File: config.mk
export PLATFORM = sky130hd
export DESIGN_NAME = int_alu
export DESIGN_NICKNAME = d
export VERILOG_FILES = /design/src/rtl/int_alu.sv
export SDC_FILE = /design/constraint.sdc
export NUM_CORES = 1
export LEC_CHECK = 0
export ABC_AREA = 1
export CAP_MARGIN = 20
export CORE_AREA = 2 2 174 176
export CTS_CLUSTER_DIAMETER = 120
export DETAILED_ROUTE_END_ITERATION = 6
export DIE_AREA = 0 0 176 178
export PLACE_DENSITY = 0.65
export RECOVER_POWER = 100
export SETUP_SLACK_MARGIN = 0.1
export SYNTH_ARGS = -nofsm -noshare
export SYNTH_HDL_FRONTEND = slang
export SYNTH_SLANG_ARGS = --single-unit
File: constraint.sdc
create_clock -name clk -period 1.5 [get_ports clk]
set_input_delay 0.375 -clock clk [delete_from_list [all_inputs] [get_ports clk]]
set_output_delay 0.375 -clock clk [all_outputs]
set_load 0.01 [all_outputs]
File: src/rtl/int_alu.sv
module int_alu #(
  parameter int WIDTH = 32,
  parameter bit REG_OUT = 1'b1,
  localparam int SHW = $clog2(WIDTH)
) (
  input  logic             clk,
  input  logic             rst_n,
  input  logic [3:0]       op_sel,
  input  logic [WIDTH-1:0] opnd_a,
  input  logic [WIDTH-1:0] opnd_b,
  input  logic [SHW-1:0]   shamt,
  output logic [WIDTH-1:0] result,
  output logic             zero_flag
);

  localparam logic [3:0] OP_ADD  = 4'h0;
  localparam logic [3:0] OP_SUB  = 4'h1;
  localparam logic [3:0] OP_AND  = 4'h2;
  localparam logic [3:0] OP_OR   = 4'h3;
  localparam logic [3:0] OP_XOR  = 4'h4;
  localparam logic [3:0] OP_NOR  = 4'h5;
  localparam logic [3:0] OP_SLL  = 4'h6;
  localparam logic [3:0] OP_SRL  = 4'h7;
  localparam logic [3:0] OP_SRA  = 4'h8;
  localparam logic [3:0] OP_SLT  = 4'h9;
  localparam logic [3:0] OP_SLTU = 4'hA;

  logic [WIDTH-1:0] res_c;
  logic             lt_s, lt_u;

  assign lt_s = $signed(opnd_a) < $signed(opnd_b);
  assign lt_u = opnd_a < opnd_b;

  always_comb begin
    case (op_sel)
      OP_ADD:  res_c = opnd_a + opnd_b;
      OP_SUB:  res_c = opnd_a - opnd_b;
      OP_AND:  res_c = opnd_a & opnd_b;
      OP_OR:   res_c = opnd_a | opnd_b;
      OP_XOR:  res_c = opnd_a ^ opnd_b;
      OP_NOR:  res_c = ~(opnd_a | opnd_b);
      OP_SLL:  res_c = opnd_b << shamt;
      OP_SRL:  res_c = opnd_b >> shamt;
      OP_SRA:  res_c = $unsigned($signed(opnd_b) >>> shamt);
      OP_SLT:  res_c = {{(WIDTH-1){1'b0}}, lt_s};
      OP_SLTU: res_c = {{(WIDTH-1){1'b0}}, lt_u};
      default: res_c = '0;
    endcase
  end

  generate
    if (REG_OUT) begin : g_reg
      logic [WIDTH-1:0] res_q;
      logic             zero_q;
      always_ff @(posedge clk or negedge rst_n) begin
        if (!rst_n) begin
          res_q  <= '0;
          zero_q <= 1'b1;
        end else begin
          res_q  <= res_c;
          zero_q <= (res_c == '0);
        end
      end
      assign result    = res_q;
      assign zero_flag = zero_q;
    end else begin : g_comb
      assign result    = res_c;
      assign zero_flag = (res_c == '0);
    end
  endgenerate

endmodule

==> run_results.csv, run 1 <==
group,metric,value,unit
timing,rsz0062_at_grt,"yes",
placement,placed_cell_area,0.0182,mm²
power,sw_frac_of_total,49.8,%
detailed_routing,antenna_left,0,
floorplanning,start_util,38.7,%
critical_path,critPathMaxFanout,7,
cts,cts_max_level,2,
cells_and_area,final_cell_mix,"577 x buf_4, 471 x nand2_1, 287 x nand3_1",
cts,cts_buffers,5,
floorplanning,core,0.0294,mm²
timing,fin_crit,2.91,ns
critical_path,startpoint,"opnd_a[11]",
critical_path,crit_end,"zero_flag$_DFF_PN1_",
power,internal-power,5.72,mW
logic_synthesis,synth_nets,2406,
logic_synthesis,ys_seq_area_share,7.26,%
critical_path,cp_data_arrival_time,3.12,ns
timing,hold_ws,0.733,ns
cts,cts.hold.buffers_added,0,
detailed_routing,first_iter_violations,2690,
floorplanning,io_pins,108,
global_routing,gr-usage-all-layers,46.5,%
logic_synthesis,synth.avg_cell_area,5.11,µm²
logic_synthesis,yosysWarnings,0,
timing,fin_ws,-1.41,ns
global_routing,grt_overflow_total,0,
floorplanning,die_h,178,µm
critical_path,endpoint_kind,"flop",
cts,clock-sinks,33,
timing,report.final.slew_viol_count,0,
logic_synthesis,synth_cell_type_count,49,
outcome,status,"complete, but fails checks",
global_routing,grt_pass1_wl,110000,µm
floorplanning,die_width,176,µm
critical_path,critPathKind,"in2reg",
floorplanning,rows,63,
placement,routabilityCongestion,1.07,
power,clock_power_share,10.6,%
detailed_routing,wl_per_cell,24.8,µm
outcome,violations,"setup timing",
global_routing,grt_pass1_vias,18834,
cells_and_area,fin_area,0.0232,mm²
timing,worst_pin_slew,0.849,ns
critical_path,cp_slowest_cell,"nand4_1",
critical_path,crit_required,1.71,ns
detailed_routing,drc,0,
power,power.net_switching,5.67,mW
placement,place_ws,-1.85,ns
detailed_routing,via_count,20411,
detailed_routing,drt_wl_total,83700,µm
power,pwr-share-comb,80.3,%
placement,hpwlAfterDp,59200,µm
logic_synthesis,syn_inst,2230,
timing,slew_headroom,43.4,%
timing,fmax,0.343,GHz
cells_and_area,area_delta_synth_final,104,%
cells_and_area,fin_nets,3152,
cells_and_area,final_common_cell,"buf_4",
critical_path,crit_path_start_kind,"input pin",
job,drv_cap,0,
global_routing,grt_max_degree,39,
min_path,min_path_type,"in2reg",
critical_path,cpMostUsedCell,"nand3_1",
timing,final-setup-viol-count,33,
cts,path_clk_slew,0.06,ns
cts,root_buffer,"clkbuf_16",
placement,portBuffers,107,
logic_synthesis,synth_seq_cells,33,
floorplanning,dieArea,0.0313,mm²
critical_path,worstPathCellList,"buf_2 > inv_2 > ha_4 > buf_6 > nor2_4 > nand2_4 > nor2_4 > nand3_1 > nand3_1 > nand2_1 > nand3_1 > nand4_1 > nor2_2 > nand2_2 > nor2_1 > nand2_1 > nor2_1",
cts,cts_tree,"built",
timing,period_share,194,%
power,p_per_area,491,mW/mm²
power,peakVddDrop,0.000634,V
cts,cts_buffer_depth,2,
global_routing,antenna_found_initial,4,
cells_and_area,drive_gt1_share,57.1,%
detailed_routing,drtPass1Iterations,7,
power,pwr-share-seq,9.1,%
critical_path,cp_slowest_stage_delay,0.52,ns
logic_synthesis,syn_area,0.0114,mm²
detailed_routing,viasPerCell,6.06,
power,leakagePower,12.0,nW
min_path,min_from,"op_sel[2]",
timing,hold_viol,0,
==> state kept, by name, summed over array words and instances (netlist names) <==
register	count
result	32
zero_flag	1
==> cell type report <==
| cell class | count | area (µm²) |
|---|---|---|
| inverter | 317 | 1410 |
| clock inverter | 3 | 46.3 |
| clock buffer | 5 | 125 |
| multi-input combinational | 1786 | 12800 |
| tap | 390 | 488 |
| antenna | 2 | 5.00 |
| fill | 2010 | 6220 |
| sequential | 33 | 827 |
| timing repair buffer | 833 | 7470 |
==> synthesized netlist by cell type, drive strengths merged <==
library cell	n	area, µm²
clkinv	1	3.75
o221ai	4	35.0
and2	16	100
a221oi	1	8.76
nand2	784	3010
dfrtp	32	801
clkbuf	22	87.6
or2	5	31.3
o21ai	63	315
o211ai	19	143
a21o	1	7.51
a211oi	1	7.51
nand3	409	2080
dfstp	1	26.3
o2111ai	1	8.76
ha	99	1240
nor2	195	767
nor4	1	6.26
o22ai	14	87.6
a21oi	79	395
nor3	24	125
buf	72	413
fa	2	40.0
a22oi	1	7.51
a32oi	1	8.76
nand4	38	238
and3	3	18.8
o21bai	11	82.6
o21a	1	7.51
a21boi	2	18.8
a31oi	4	25.0
inv	316	1190
a22o	1	8.76
nand3b	4	30.0
xor2	2	17.5
==> per-stage QoR <==
| step | setup TNS [ns] | util [%] | power [mW] | cells |
|---|---|---|---|---|
| after CTS | -17.28 | 71.5 | 9.90 | 3312 |
| final | -21.04 | 78.8 | 11.4 | 3369 |
| after detailed placement | -47.00 | 61.8 | 7.63 | 3211 |
| after floorplan | -5.66 | - | 4.36 | 2230 |
| after global placement | -46.29 | 61.8 | 7.56 | 3211 |
| after global routing | -21.31 | 78.8 | 11.7 | 3367 |
==> how the worst min path moves through the flow <==
| stage | end | depth (start not counted) |
|---|---|---|
| final | result[0]$_DFF_PN0_ | 6 |
| after global routing | result[0]$_DFF_PN0_ | 6 |
| after CTS | result[25]$_DFF_PN0_ | 2 |
| after detailed placement | result[25]$_DFF_PN0_ | 2 |
| after global placement | result[31]$_DFF_PN0_ | 2 |
| after floorplan | result[0]$_DFF_PN0_ | 0 |
==> power groups by stage <==
stage / logic, mW / registers [mW] / clock network, mW
final: 9.14 / 1.03 / 1.21
after global routing: 9.42 / 1.04 / 1.26
after CTS: 7.68 / 1.03 / 1.19
after detailed placement: 6.58 / 1.05 / 0
after global placement: 6.51 / 1.04 / 0
after floorplan: 3.25 / 1.11 / 0
==> cell families (layout without fill, tap and decap cells) <==
| logic type | Yosys count | after routing | share of synthesized area (%) |
|---|---|---|---|
| AOI/OAI and AO/OA | 204 | 204 | 10.2 |
| xor gates and xnor gates | 2 | 2 | 0.154 |
| adders and majority gates | 101 | 101 | 11.2 |
| buffers and inverters | 411 | 1158 | 14.9 |
| DFF | 33 | 33 | 7.26 |
| other | 0 | 2 | 0 |
| and+or+nand+nor | 1479 | 1479 | 56.2 |
==> what timing repair did <==
item,in CTS,in global routing
setup buffers,111,67
endpoints found under the setup margin,66,33
pin swaps,238,247
gates cloned,2,3
gates resized for setup,904,504
==> per-layer routing <==
layer  vias up  wire length, µm  global-route usage (%)
met5         -              147                       0
met4         6             8840                    29.9
met2      1637            36000                    76.7
met3       690            10200                    9.25
met1      9410            28500                    55.3
li1       8668                -                       -
==> worst max-delay path: cells and delay by family <==
kind	cells	cell delay [ns]
adders and majority gates	1	0.29
buffers and inverters	3	0.31
and+or+nand+nor	13	2.13
Power figures use the tool's default switching activity.
==> run 2: changes to the inputs <==
- CTS_BUF_LIST: unset -> sky130_fd_sc_hd__clkbuf_4
==> run 2 against run 1 <==
Non-clock buffer count is 11 lower. First-iteration DRC count is 14% lower. Highest routed layer is now met4. Design area is 2.2% lower. The flow finishes with violations (DRC, setup timing). Hold slack lost 0.071 ns. Routed wire length shrank 4.5%. Clock power down 41%. Utilization is 1.8 points lower. Critical path depth is 1 higher. Critical endpoint unchanged. Sequential share of layout area rose by 0.081 points.
==> run_results.csv, run 2 (synthesis results as in run 1) <==
group,metric,value,unit
outcome,status,"complete, but fails checks",
outcome,violations,"DRC, setup timing",
cts,cts_buffer_depth,2,
timing,report.final.slew_viol_count,0,
floorplanning,die_h,178,µm
cts,cts_max_level,2,
placement,hpwlAfterDp,59200,µm
critical_path,crit_path_start_kind,"input pin",
cells_and_area,nFillCells,2166,
critical_path,crit_required,1.80,ns
global_routing,grt_max_degree,39,
critical_path,critPathKind,"in2reg",
critical_path,critPathMaxFanout,6,
cts,path_clk_slew,0.12,ns
placement,place_ws,-1.85,ns
floorplanning,rows,63,
global_routing,gr-usage-all-layers,46.7,%
cells_and_area,final_cell_mix,"569 x buf_4, 498 x nand2_1, 286 x nand3_1",
cells_and_area,ff_latch_area,827,µm²
timing,hold_ws,0.662,ns
cts,root_buffer,"clkbuf_4",
timing,slew_headroom,43.6,%
timing,final-setup-viol-count,33,
critical_path,path_buf_inv,6,
cells_and_area,area_delta_synth_final,99.0,%
global_routing,grt_pass1_wl,110000,µm
critical_path,cp_slowest_cell,"a221oi_2",
power,peakVddDrop,0.000381,V
timing,fmax,0.348,GHz
detailed_routing,drc,2,
power,p_per_area,471,mW/mm²
job,drv_cap,0,
global_routing,grt_pass1_vias,18931,
timing,worst_pin_slew,0.846,ns
detailed_routing,wl_per_cell,23.8,µm
power,leakagePower,11.7,nW
placement,portBuffers,107,
cells_and_area,largest_reg_flops,32,
cells_and_area,drive_gt1_share,55.4,%
timing,fin_ws,-1.37,ns
cells_and_area,final_common_cell,"buf_4",
detailed_routing,antenna_left,0,
detailed_routing,drt_wl_total,79900,µm
power,total_power,10.7,mW
critical_path,endpoint_kind,"flop",
detailed_routing,drtPass1Iterations,7,
detailed_routing,via_count,19851,
global_routing,grt_overflow_total,0,
critical_path,cp_slowest_stage_delay,0.71,ns
floorplanning,start_util,38.7,%
floorplanning,die_width,176,µm
timing,hold_viol,0,
floorplanning,core,0.0294,mm²
critical_path,cp_data_arrival_time,3.17,ns
cells_and_area,fin_nets,3142,
critical_path,worstPathCellList,"buf_2 > inv_2 > nor2_2 > nand2_2 > buf_6 > buf_12 > buf_4 > o22ai_1 > a221oi_2 > buf_4 > nand2_1 > nor2_2 > nand2_2 > nor2_1 > nand2_1 > nor2_1 > nand2_1 > nor2_1",
timing,period_share,191,%
cells_and_area,antenna_cells,0,
floorplanning,dieArea,0.0313,mm²
timing,rsz0062_at_grt,"yes",
min_path,min_path_type,"in2async",
global_routing,antenna_found_initial,0,
critical_path,cp_top_family,"simple AND/OR/NAND/NOR gates",
cts,cts_tree,"built",
cells_and_area,multi_input_area,0.0125,mm²
timing,fin_crit,2.87,ns
floorplanning,io_pins,108,
detailed_routing,viasPerCell,5.91,
placement,routabilityCongestion,1.07,
cells_and_area,fin_util,77.1,%
cts,clock-sinks,33,
cts,cts_buffers,5,
detailed_routing,first_iter_violations,2310,
-- run 2: where the power goes --
group,internal [mW],switching [mW]
combinational,3.90,5.03
clock,0.353,0.361
sequential,0.998,0.0336
-- run 2: worst max path at each step --
stage / startpoint / to / slack (ns) / depth (start not counted)
finish: op_sel[1] / zero_flag$_DFF_PN1_ / -1.37 / 18
global route: op_sel[1] / zero_flag$_DFF_PN1_ / -1.31 / 18
CTS: opnd_b[12] / zero_flag$_DFF_PN1_ / -0.79 / 19
detailed placement: opnd_b[5] / zero_flag$_DFF_PN1_ / -1.85 / 20
global placement: opnd_b[17] / zero_flag$_DFF_PN1_ / -1.82 / 17
floorplan: opnd_a[0] / zero_flag$_DFF_PN1_ / -0.62 / 20
-- run 2: what timing repair did --
action                                  4_1_cts  5_1_grt
endpoints found under the setup margin       66       61
gates resized for setup                     937      402
hold buffers                                  0        0
pin swaps                                   242      181
setup buffers                               119       38
gates cloned                                  3        4
-- run 2: metal layers --
layer  track usage, %  part of all wire (%)
met4             30.6                    10
met2             77.1                    43
met3             9.23                    12
met1             55.2                    35
met5                0                     0
-- run 2: per-stage QoR --
step | setup TNS [ns] | std cells | instance area, µm²
2_1_floorplan | -5.66 | 2230 | 12800
5_1_grt | -18.36 | 3357 | 22700
6_report | -18.19 | 3357 | 22700
3_5_place_dp | -47.00 | 3211 | 18200
3_3_place_gp | -46.29 | 3211 | 18200
4_1_cts | -14.75 | 3324 | 21100
-- run 2: final cells by class --
cell class,instances,share of cell area [%]
Timing Repair Buffer,822,32.4
Tap cell,390,2.15
Multi-Input combinational cell,1786,55.3
Inverter,317,6.16
Clock inverter,3,0.204
Sequential cell,33,3.65
Timing Repair inverter,1,0.0276
Clock buffer,5,0.166
